===== src/rtl/busdec_pkg.sv =====
package busdec_pkg;

  typedef enum logic [2:0] {
    TGT_PRIV   = 3'd0,
    TGT_SHARED = 3'd1,
    TGT_MAIN   = 3'd2,
    TGT_TCM    = 3'd3,
    TGT_ROM    = 3'd4,
    TGT_IO     = 3'd5,
    TGT_NONE   = 3'd7
  } target_e;

  localparam logic [1:0] SZ_BYTE = 2'd0;
  localparam logic [1:0] SZ_HALF = 2'd1;
  localparam logic [1:0] SZ_WORD = 2'd2;

  localparam logic [7:0] REG_TCM        = 8'h00;
  localparam logic [7:0] REG_TCM_MIRROR = 8'h01;
  localparam logic [7:0] REG_MAIN       = 8'h02;
  localparam logic [7:0] REG_WORK       = 8'h03;
  localparam logic [7:0] REG_IO         = 8'h04;
  localparam logic [7:0] REG_ROM        = 8'hFF;

  localparam logic [31:0] TRAP_WORD = 32'hE710B710;

  // strobes from control to datapath
  typedef struct packed {
    logic    memRead;
    logic    memWrite;
    logic    ioRead;
    logic    ioWrite;
    logic    fault;
    logic    fetchTrap;
    target_e target;
  } ctlStrobe_t;

endpackage


===== src/rtl/busdec_ctrl.sv =====
module busdec_ctrl
  import busdec_pkg::*;
#(
  parameter int          OFS_W        = 24,
  parameter logic [31:0] PRIV_BASE    = 32'h0380_0000,
  parameter bit          ROM_PRESENT  = 1'b0,
  parameter logic [OFS_W-1:0] SHARED_RESET = 24'h00_8000
) (
  input  logic             clk,
  input  logic             rstN,
  input  logic             reqValid,
  input  logic [31:0]      reqAddr,
  input  logic             reqWrite,
  input  logic             reqFetch,
  input  logic [4:0]       tcmSizeField,
  input  logic             cfgWe,
  input  logic [OFS_W-1:0] cfgShared,
  output ctlStrobe_t       strb,
  output logic [OFS_W-1:0] sharedSize
);

  logic [7:0]  region;
  logic [63:0] tcmLimit;
  logic        tcmOk;
  logic        isMem;
  target_e     target;

  always_ff @(posedge clk) begin
    if (!rstN)      sharedSize <= SHARED_RESET;
    else if (cfgWe) sharedSize <= cfgShared;
  end

  assign region   = reqAddr[31:24];
  assign tcmLimit = 64'd512 << tcmSizeField;
  assign tcmOk    = {32'd0, reqAddr} < tcmLimit;

  always_comb begin
    unique case (region)
      REG_TCM, REG_TCM_MIRROR: target = tcmOk ? TGT_TCM : TGT_NONE;
      REG_MAIN:                target = TGT_MAIN;
      REG_WORK:                target = (reqAddr >= PRIV_BASE || sharedSize == '0)
                                        ? TGT_PRIV : TGT_SHARED;
      REG_IO:                  target = TGT_IO;
      REG_ROM:                 target = (ROM_PRESENT && !reqWrite) ? TGT_ROM : TGT_NONE;
      default:                 target = TGT_NONE;
    endcase
  end

  assign isMem = (target != TGT_IO) && (target != TGT_NONE);

  always_comb begin
    strb.target    = target;
    strb.memRead   = reqValid && !reqWrite && isMem;
    strb.memWrite  = reqValid &&  reqWrite && isMem;
    strb.ioRead    = reqValid && !reqWrite && (target == TGT_IO);
    strb.ioWrite   = reqValid &&  reqWrite && (target == TGT_IO);
    strb.fault     = reqValid && (target == TGT_NONE);
    strb.fetchTrap = reqValid && (target == TGT_NONE) && reqFetch && !reqWrite;
  end

endmodule


===== src/rtl/busdec_dpath.sv =====
module busdec_dpath
  import busdec_pkg::*;
#(
  parameter int          OFS_W     = 24,
  parameter logic [31:0] PRIV_SIZE = 32'h0001_0000,
  parameter logic [31:0] MAIN_SIZE = 32'h0040_0000,
  parameter logic [31:0] TCM_SIZE  = 32'h0000_8000,
  parameter logic [31:0] ROM_SIZE  = 32'h0000_4000
) (
  input  logic             clk,
  input  logic             rstN,
  input  logic             reqValid,
  input  logic [31:0]      reqAddr,
  input  logic [1:0]       reqSize,
  input  logic             reqWrite,
  input  logic [31:0]      reqWdata,
  input  ctlStrobe_t       strb,
  input  logic [OFS_W-1:0] sharedSize,
  output logic             memEn,
  output logic [2:0]       memSel,
  output logic             memWe,
  output logic [OFS_W-1:0] memOffset,
  output logic [3:0]       memBe,
  output logic [31:0]      memWdata,
  input  logic [31:0]      memRdata,
  output logic             ioRe,
  output logic             ioWe,
  output logic [23:0]      ioAddrLo,
  output logic [23:0]      ioAddrHi,
  input  logic [15:0]      ioRdLo,
  input  logic [15:0]      ioRdHi,
  output logic [31:0]      ioWdata,
  output logic [3:0]       ioBe,
  output logic             rspValid,
  output logic [31:0]      rspData,
  output logic [1:0]       rspWait,
  output logic             rspErr
);

  localparam logic [31:0] PRIV_MASK = PRIV_SIZE - 32'd1;
  localparam logic [31:0] MAIN_MASK = MAIN_SIZE - 32'd1;
  localparam logic [31:0] TCM_MASK  = TCM_SIZE  - 32'd1;
  localparam logic [31:0] ROM_MASK  = ROM_SIZE  - 32'd1;
  localparam int          LANES     = 4;

  logic [31:0] maskedAddr;
  logic [31:0] sharedMask;
  logic [31:0] laneData;
  logic [3:0]  laneBe;
  logic [31:0] srcWord;
  logic [31:0] ioWord;
  logic [31:0] loadData;
  logic [31:0] shAmt;

  function automatic logic [31:0] rotr(input logic [31:0] v, input logic [4:0] n);
    logic [63:0] dbl;
    dbl = {v, v} >> n;
    return dbl[31:0];
  endfunction

  assign sharedMask = 32'(sharedSize) - 32'd1;

  always_comb begin
    unique case (strb.target)
      TGT_PRIV:   maskedAddr = reqAddr & PRIV_MASK;
      TGT_SHARED: maskedAddr = reqAddr & sharedMask;
      TGT_MAIN:   maskedAddr = reqAddr & MAIN_MASK;
      TGT_TCM:    maskedAddr = reqAddr & TCM_MASK;
      TGT_ROM:    maskedAddr = reqAddr & ROM_MASK;
      default:    maskedAddr = '0;
    endcase
  end

  // store lane formatting, one enable per byte lane
  for (genvar lane = 0; lane < LANES; lane++) begin : g_lane
    always_comb begin
      unique case (reqSize)
        SZ_BYTE: begin
          laneData[lane*8 +: 8] = reqWdata[7:0];
          laneBe[lane]          = (reqAddr[1:0] == 2'(lane));
        end
        SZ_HALF: begin
          laneData[lane*8 +: 8] = reqWdata[(lane%2)*8 +: 8];
          laneBe[lane]          = (reqAddr[1] == lane[1]);
        end
        default: begin
          laneData[lane*8 +: 8] = reqWdata[lane*8 +: 8];
          laneBe[lane]          = 1'b1;
        end
      endcase
    end
  end

  assign memEn     = strb.memRead || strb.memWrite;
  assign memWe     = strb.memWrite;
  assign memSel    = strb.target;
  assign memOffset = {maskedAddr[OFS_W-1:2], 2'b00};
  assign memBe     = strb.memWrite ? laneBe : 4'b0000;
  assign memWdata  = laneData;

  assign ioRe    = strb.ioRead;
  assign ioWe    = strb.ioWrite;
  assign ioWdata = laneData;
  assign ioBe    = strb.ioWrite ? laneBe : 4'b0000;
  assign ioAddrHi = {reqAddr[23:2], 2'b10};

  always_comb begin
    if (reqWrite || reqSize == SZ_WORD) ioAddrLo = {reqAddr[23:2], 2'b00};
    else                                ioAddrLo = {reqAddr[23:1], 1'b0};
  end

  // IO read placed on the lanes a memory word would use
  always_comb begin
    if (reqSize == SZ_WORD) ioWord = {ioRdHi, ioRdLo};
    else if (reqAddr[1])    ioWord = {ioRdLo, 16'h0000};
    else                    ioWord = {16'h0000, ioRdLo};
  end

  assign srcWord = strb.ioRead ? ioWord : memRdata;
  assign shAmt   = 32'(reqAddr[1:0]) << 3;

  always_comb begin
    logic [15:0] half;
    half = reqAddr[1] ? srcWord[31:16] : srcWord[15:0];
    unique case (reqSize)
      SZ_BYTE: loadData = {24'd0, srcWord[shAmt[4:0] +: 8]};
      SZ_HALF: loadData = rotr({16'd0, half}, {reqAddr[0], 3'b000});
      default: loadData = rotr(srcWord, {reqAddr[1:0], 3'b000});
    endcase
    if (strb.fetchTrap)  loadData = TRAP_WORD;
    else if (strb.fault) loadData = '0;
  end

  always_ff @(posedge clk) begin
    if (!rstN) begin
      rspValid <= 1'b0;
      rspData  <= '0;
      rspWait  <= 2'd0;
      rspErr   <= 1'b0;
    end else begin
      rspValid <= reqValid;
      rspData  <= (reqValid && !reqWrite) ? loadData : '0;
      rspWait  <= !reqValid ? 2'd0 : (reqWrite ? 2'd1 : 2'd2);
      rspErr   <= strb.fault;
    end
  end

endmodule


===== src/rtl/bus_region_decoder.sv =====
module bus_region_decoder
  import busdec_pkg::*;
#(
  parameter int          OFS_W        = 24,
  parameter logic [31:0] PRIV_BASE    = 32'h0380_0000,
  parameter logic [31:0] PRIV_SIZE    = 32'h0001_0000,
  parameter logic [31:0] MAIN_SIZE    = 32'h0040_0000,
  parameter logic [31:0] TCM_SIZE     = 32'h0000_8000,
  parameter logic [31:0] ROM_SIZE     = 32'h0000_4000,
  parameter bit          ROM_PRESENT  = 1'b0,
  parameter logic [OFS_W-1:0] SHARED_RESET = 24'h00_8000
) (
  input  logic             clk,
  input  logic             rstN,
  input  logic             reqValid,
  input  logic [31:0]      reqAddr,
  input  logic [1:0]       reqSize,
  input  logic             reqWrite,
  input  logic             reqFetch,
  input  logic [31:0]      reqWdata,
  input  logic [4:0]       tcmSizeField,
  input  logic             cfgWe,
  input  logic [OFS_W-1:0] cfgShared,
  output logic             memEn,
  output logic [2:0]       memSel,
  output logic             memWe,
  output logic [OFS_W-1:0] memOffset,
  output logic [3:0]       memBe,
  output logic [31:0]      memWdata,
  input  logic [31:0]      memRdata,
  output logic             ioRe,
  output logic             ioWe,
  output logic [23:0]      ioAddrLo,
  output logic [23:0]      ioAddrHi,
  input  logic [15:0]      ioRdLo,
  input  logic [15:0]      ioRdHi,
  output logic [31:0]      ioWdata,
  output logic [3:0]       ioBe,
  output logic             rspValid,
  output logic [31:0]      rspData,
  output logic [1:0]       rspWait,
  output logic             rspErr
);

  ctlStrobe_t       strb;
  logic [OFS_W-1:0] sharedSize;

  busdec_ctrl #(
    .OFS_W(OFS_W), .PRIV_BASE(PRIV_BASE),
    .ROM_PRESENT(ROM_PRESENT), .SHARED_RESET(SHARED_RESET)
  ) u_ctrl (
    .clk(clk), .rstN(rstN), .reqValid(reqValid), .reqAddr(reqAddr),
    .reqWrite(reqWrite), .reqFetch(reqFetch), .tcmSizeField(tcmSizeField),
    .cfgWe(cfgWe), .cfgShared(cfgShared), .strb(strb), .sharedSize(sharedSize)
  );

  busdec_dpath #(
    .OFS_W(OFS_W), .PRIV_SIZE(PRIV_SIZE), .MAIN_SIZE(MAIN_SIZE),
    .TCM_SIZE(TCM_SIZE), .ROM_SIZE(ROM_SIZE)
  ) u_dpath (
    .clk(clk), .rstN(rstN), .reqValid(reqValid), .reqAddr(reqAddr),
    .reqSize(reqSize), .reqWrite(reqWrite), .reqWdata(reqWdata),
    .strb(strb), .sharedSize(sharedSize),
    .memEn(memEn), .memSel(memSel), .memWe(memWe), .memOffset(memOffset),
    .memBe(memBe), .memWdata(memWdata), .memRdata(memRdata),
    .ioRe(ioRe), .ioWe(ioWe), .ioAddrLo(ioAddrLo), .ioAddrHi(ioAddrHi),
    .ioRdLo(ioRdLo), .ioRdHi(ioRdHi), .ioWdata(ioWdata), .ioBe(ioBe),
    .rspValid(rspValid), .rspData(rspData), .rspWait(rspWait), .rspErr(rspErr)
  );

endmodule


===== config.mk =====
export PLATFORM = sky130hd
export DESIGN_NAME = bus_region_decoder
export DESIGN_NICKNAME = d
export VERILOG_FILES = /design/src/rtl/busdec_pkg.sv /design/src/rtl/busdec_ctrl.sv /design/src/rtl/busdec_dpath.sv /design/src/rtl/bus_region_decoder.sv
export SDC_FILE = /design/constraint.sdc
export NUM_CORES = 1
export LEC_CHECK = 0
export ABC_AREA = 1
export BUFFER_PORTS_ARGS = -buffer_cell sky130_fd_sc_hd__buf_2
export CORE_AREA = 2 2 137 139
export CTS_CLUSTER_SIZE = 12
export DETAILED_ROUTE_END_ITERATION = 12
export DIE_AREA = 0 0 139 141
export PLACE_DENSITY_LB_ADDON = 0.25
export SYNTH_ARGS = -nofsm -noshare
export SYNTH_HDL_FRONTEND = slang
export SYNTH_HIERARCHICAL = 1
export SYNTH_SLANG_ARGS = --single-unit

===== constraint.sdc =====
create_clock -name clk -period 7.75 [get_ports clk]
set_input_delay 0.775 -clock clk [delete_from_list [all_inputs] [get_ports clk]]
set_output_delay 0.775 -clock clk [all_outputs]
set_load 0.02 [all_outputs]

==> results.py <==
metrics = {
    "critical_path": {
        "critical_path.startpoint_type": "input port",
        "worst_r2r_path_depth": 2,
        "cp_data_required_time_ns": 6.97,
        "regToRegStartpoint": "u_ctrl/sharedSize[7]",
        "r2r_setup_slack_ns": 7.00,
        "arrival_ns": 3.67,
        "regToRegEndpoint": "u_ctrl/sharedSize[7]",
        "end_kind": "output port",
        "worst-path-max-fanout": 8,
        "worst-setup-path-type": "in2out",
    },
    "synth": {
        "number_of_enable_type_register_cells_in_the_synthesized_netlist": 0,
        "netlist.area_leader.share_pct": 22.8,
        "netlist.top_cell.by_area": "nand2_1",
        "synth_area_leaders": "nand2_1 (23%), dfxtp_1 (18%), buf_4 (11%)",
        "postSynthCellCount": 1178,
        "synth_warnings": 6,
        "syn_area_per_cell_um2": 5.66,
        "ys_seq_elements": 60,
        "yosysSeqAreaShare_pct": 18.0,
        "post_synth_num_cell_types": 38,
        "synth_area_um2": 6670,
        "synth_ff_type": "dfxtp_1",
        "async_flop_share_pct": 0,
    },
    "hold_path": {
        "hold_path_startpoint": "u_ctrl/sharedSize[1]",
        "worstHoldEndpoint": "u_ctrl/sharedSize[1]",
        "worst_hold_path_type": "reg2reg",
        "holdPathStages": 2,
    },
    "grt": {
        "first_global_vias": 7083,
        "grt_antenna_before_repair": 2,
        "grt_start_max_net_pins": 57,
        "grt_first_pass_wirelength_um": 37100,
        "globalRouteTotalUtil_pct": 23.4,
        "grt_overflow_total": 0,
    },
    "drt": {
        "post_drt_via_cell_ratio": 4.84,
        "wl_um": 24300,
        "vias": 7942,
        "routed_wire_length_per_instance_um": 14.8,
        "drt_drc_violations_left": 0,
        "route.antenna.remaining_nets": 0,
        "detailedRoute.firstIterationViolations": 554,
        "first_pass_iters": 5,
    },
    "cts": {
        "tritoncts": "done",
        "cts_hold_repair.buffers": 0,
        "worstSkewPairLatency_ns": 0.32,
        "postCtsResizedCells": 0,
        "cts_inserted_buffers": 9,
        "clock-sinks": 60,
        "cts.htree.levels": 3,
        "cts_post_setup_buffers_inserted": 0,
        "clk_path_buf_depth": 2,
        "cts.root.buffer_cell": "clkbuf_16",
        "clk_transition_reported_paths_ns": 0.05,
    },
    "floorplan": {
        "die-height_um": 141,
        "fp.coreArea_um2": 18300,
        "num_rows": 50,
        "die-width_um": 139,
        "top_level_ports": 352,
        "start_util_pct": 36.5,
        "design.die.area_um2": 19600,
    },
    "sta": {
        "finalSetupViolations": 0,
        "period_minus_ws_final_ns": 4.44,
        "worst_slew_margin_relative_to_its_limit_pct": 40.3,
        "report.final.hold_viol_count": 0,
        "timing.fmax_mhz": 225,
        "worst_pin_slew_ns": 0.891,
        "slew_viol_final": 0,
        "tns_ns": 0,
        "rsz0062_at_grt": "false",
        "fin_skew_ns": 0,
        "final.period_utilization_pct": 57.3,
    },
    "placed_design": {
        "dp_hpwl_um": 19800,
        "place_area_um2": 7760,
        "place.detailed.instances": 1624,
        "placement.io_buffers": 346,
        "gpl.final_weighted_congestion": 0.920,
    },
    "finish": {
        "layout.cells.non_filler": 1641,
        "nets": 1589,
        "area.growth.synth_to_final_pct": 21.6,
        "drive_above_1_share_pct": 29.0,
        "final_core_util_pct": 44.4,
        "fillCellCount": 2051,
        "final_design_area_no_fill_um2": 8110,
    },
    "power_and_ir_drop": {
        "finalPower_mw": 1.15,
        "p_leak_nw": 4.66,
        "power-per-cell-area_nw_per_um2": 141,
        "worst_ir_drop_vdd_uv": 83.8,
    },
    "run": {
        "timing.max_cap.violations": 0,
    },
    "run_status": {
        "result_of_the_run": "finished clean",
    },
}
==> cells in the mapped netlist (2+ instances only) <==
cell / n
clkinv_1: 2
a21boi_0: 6
nor4_1: 6
dfxtp_1: 60
nand3_1: 136
nand2_1: 405
buf_1: 3
or2_2: 7
a21boi_1: 5
conb_1: 2
a31oi_1: 7
nor3_1: 10
nand4_1: 5
inv_1: 92
buf_6: 6
ha_1: 23
o211ai_1: 11
nor3_2: 4
o21ai_1: 6
a21oi_1: 34
nor2_4: 5
o21ai_0: 43
nand2_4: 3
nor2_1: 123
buf_2: 22
buf_4: 98
o21a_1: 7
or2_1: 6
inv_2: 7
a21o_1: 2
nand2_2: 9
clkbuf_1: 12
nor2_2: 6
==> worst max path at each step <==
stage               startpoint           end  slack, ns  cells past startpoint
5_1_grt        tcmSizeField[3]  memOffset[9]       2.86                     18
3_5_place_dp   tcmSizeField[2]  memOffset[9]       3.31                     18
3_3_place_gp   tcmSizeField[2]  memOffset[4]       3.41                     19
2_1_floorplan  tcmSizeField[3]  memOffset[8]       3.85                     16
4_1_cts        tcmSizeField[2]  memOffset[9]       3.28                     18
6_report       tcmSizeField[2]  memOffset[9]       3.31                     18
==> registers in the layout, summed over array words and instances, names as in the netlist <==
register / count
u_ctrl/sharedSize: 24
u_dpath/rspData: 32
u_dpath/rspErr: 1
u_dpath/rspValid: 1
u_dpath/rspWait: 2
==> stage by stage <==
stage	setup slack, ns	hold slack, ns
final	3.31	0.537
after global routing	2.86	0.572
after CTS	3.28	0.540
after detailed placement	3.31	0.526
after global placement	3.41	0.508
after floorplan	3.85	0.486
==> cell families (layout without fill, tap and decap cells) <==
group | Yosys count | after routing | share of synthesized area [%]
other | 2 | 7 | 0.113
adders and majority gates | 23 | 23 | 4.32
buffers and inverters | 242 | 466 | 20.2
xor gates and xnor gates | 2 | 2 | 0.263
and+or+nand+nor | 727 | 727 | 46.6
DFF | 60 | 60 | 18.0
AOI/OAI and AO/OA | 122 | 122 | 10.5
==> critical path: stages <==
cell and delay [ns]:
buf_2 0.13, inv_1 0.07, nor3_1 0.36, nand2_1 0.10
ha_1 0.31, a21o_1 0.19, nor2_1 0.10, nand3_1 0.12
nand2_1 0.09, nand3_2 0.06, nand2_2 0.07, nand2_4 0.07
inv_1 0.15, nand2_1 0.09, o21ai_0 0.25, inv_1 0.28
a21boi_0 0.26, buf_2 0.20
==> layer usage <==
metal	global-route usage (%)	vias up	part of all wire [%]	wire (µm)
met1	29.8	3458	43	10400
met2	40.7	342	48	11800
met5	0	-	0	0
li1	-	4111	-	-
met3	3.57	31	6.9	1680
met4	7.34	0	2.1	507
==> placed cells by master (no fill, tap or decap), types with 6 or more instances in the layout <==
master	count
a21boi_0	6
a21oi_1	34
a31oi_1	7
buf_2	346
clkbuf_16	9
dfxtp_1	60
ha_1	23
inv_1	92
inv_2	7
nand2_1	405
nand2_2	9
nand3_1	136
nor2_1	122
nor2_2	7
nor3_1	10
nor4_1	6
o211ai_1	11
o21a_1	7
o21ai_0	43
o21ai_1	6
or2_1	6
or2_2	7
==> power by group <==
group / total [mW] / switching (mW) / internal [mW] / leakage [nW]
sequential: 0.335 / 0.0129 / 0.322 / 0.492
clock: 0.454 / 0.135 / 0.319 / 0.168
combinational: 0.357 / 0.236 / 0.121 / 4.00
==> final cells by class <==
type,instances,area [µm²],share of cell area (%)
clock buffer,10,239,2.95
sequential,60,1200,14.8
inverter,101,379,4.68
tap,234,293,3.61
clock inverter,5,100,1.23
timing repair buffer,350,1760,21.7
multi-input combinational,879,4130,50.9
antenna,2,5.00,0.0617
Power figures use the tool's default switching activity.
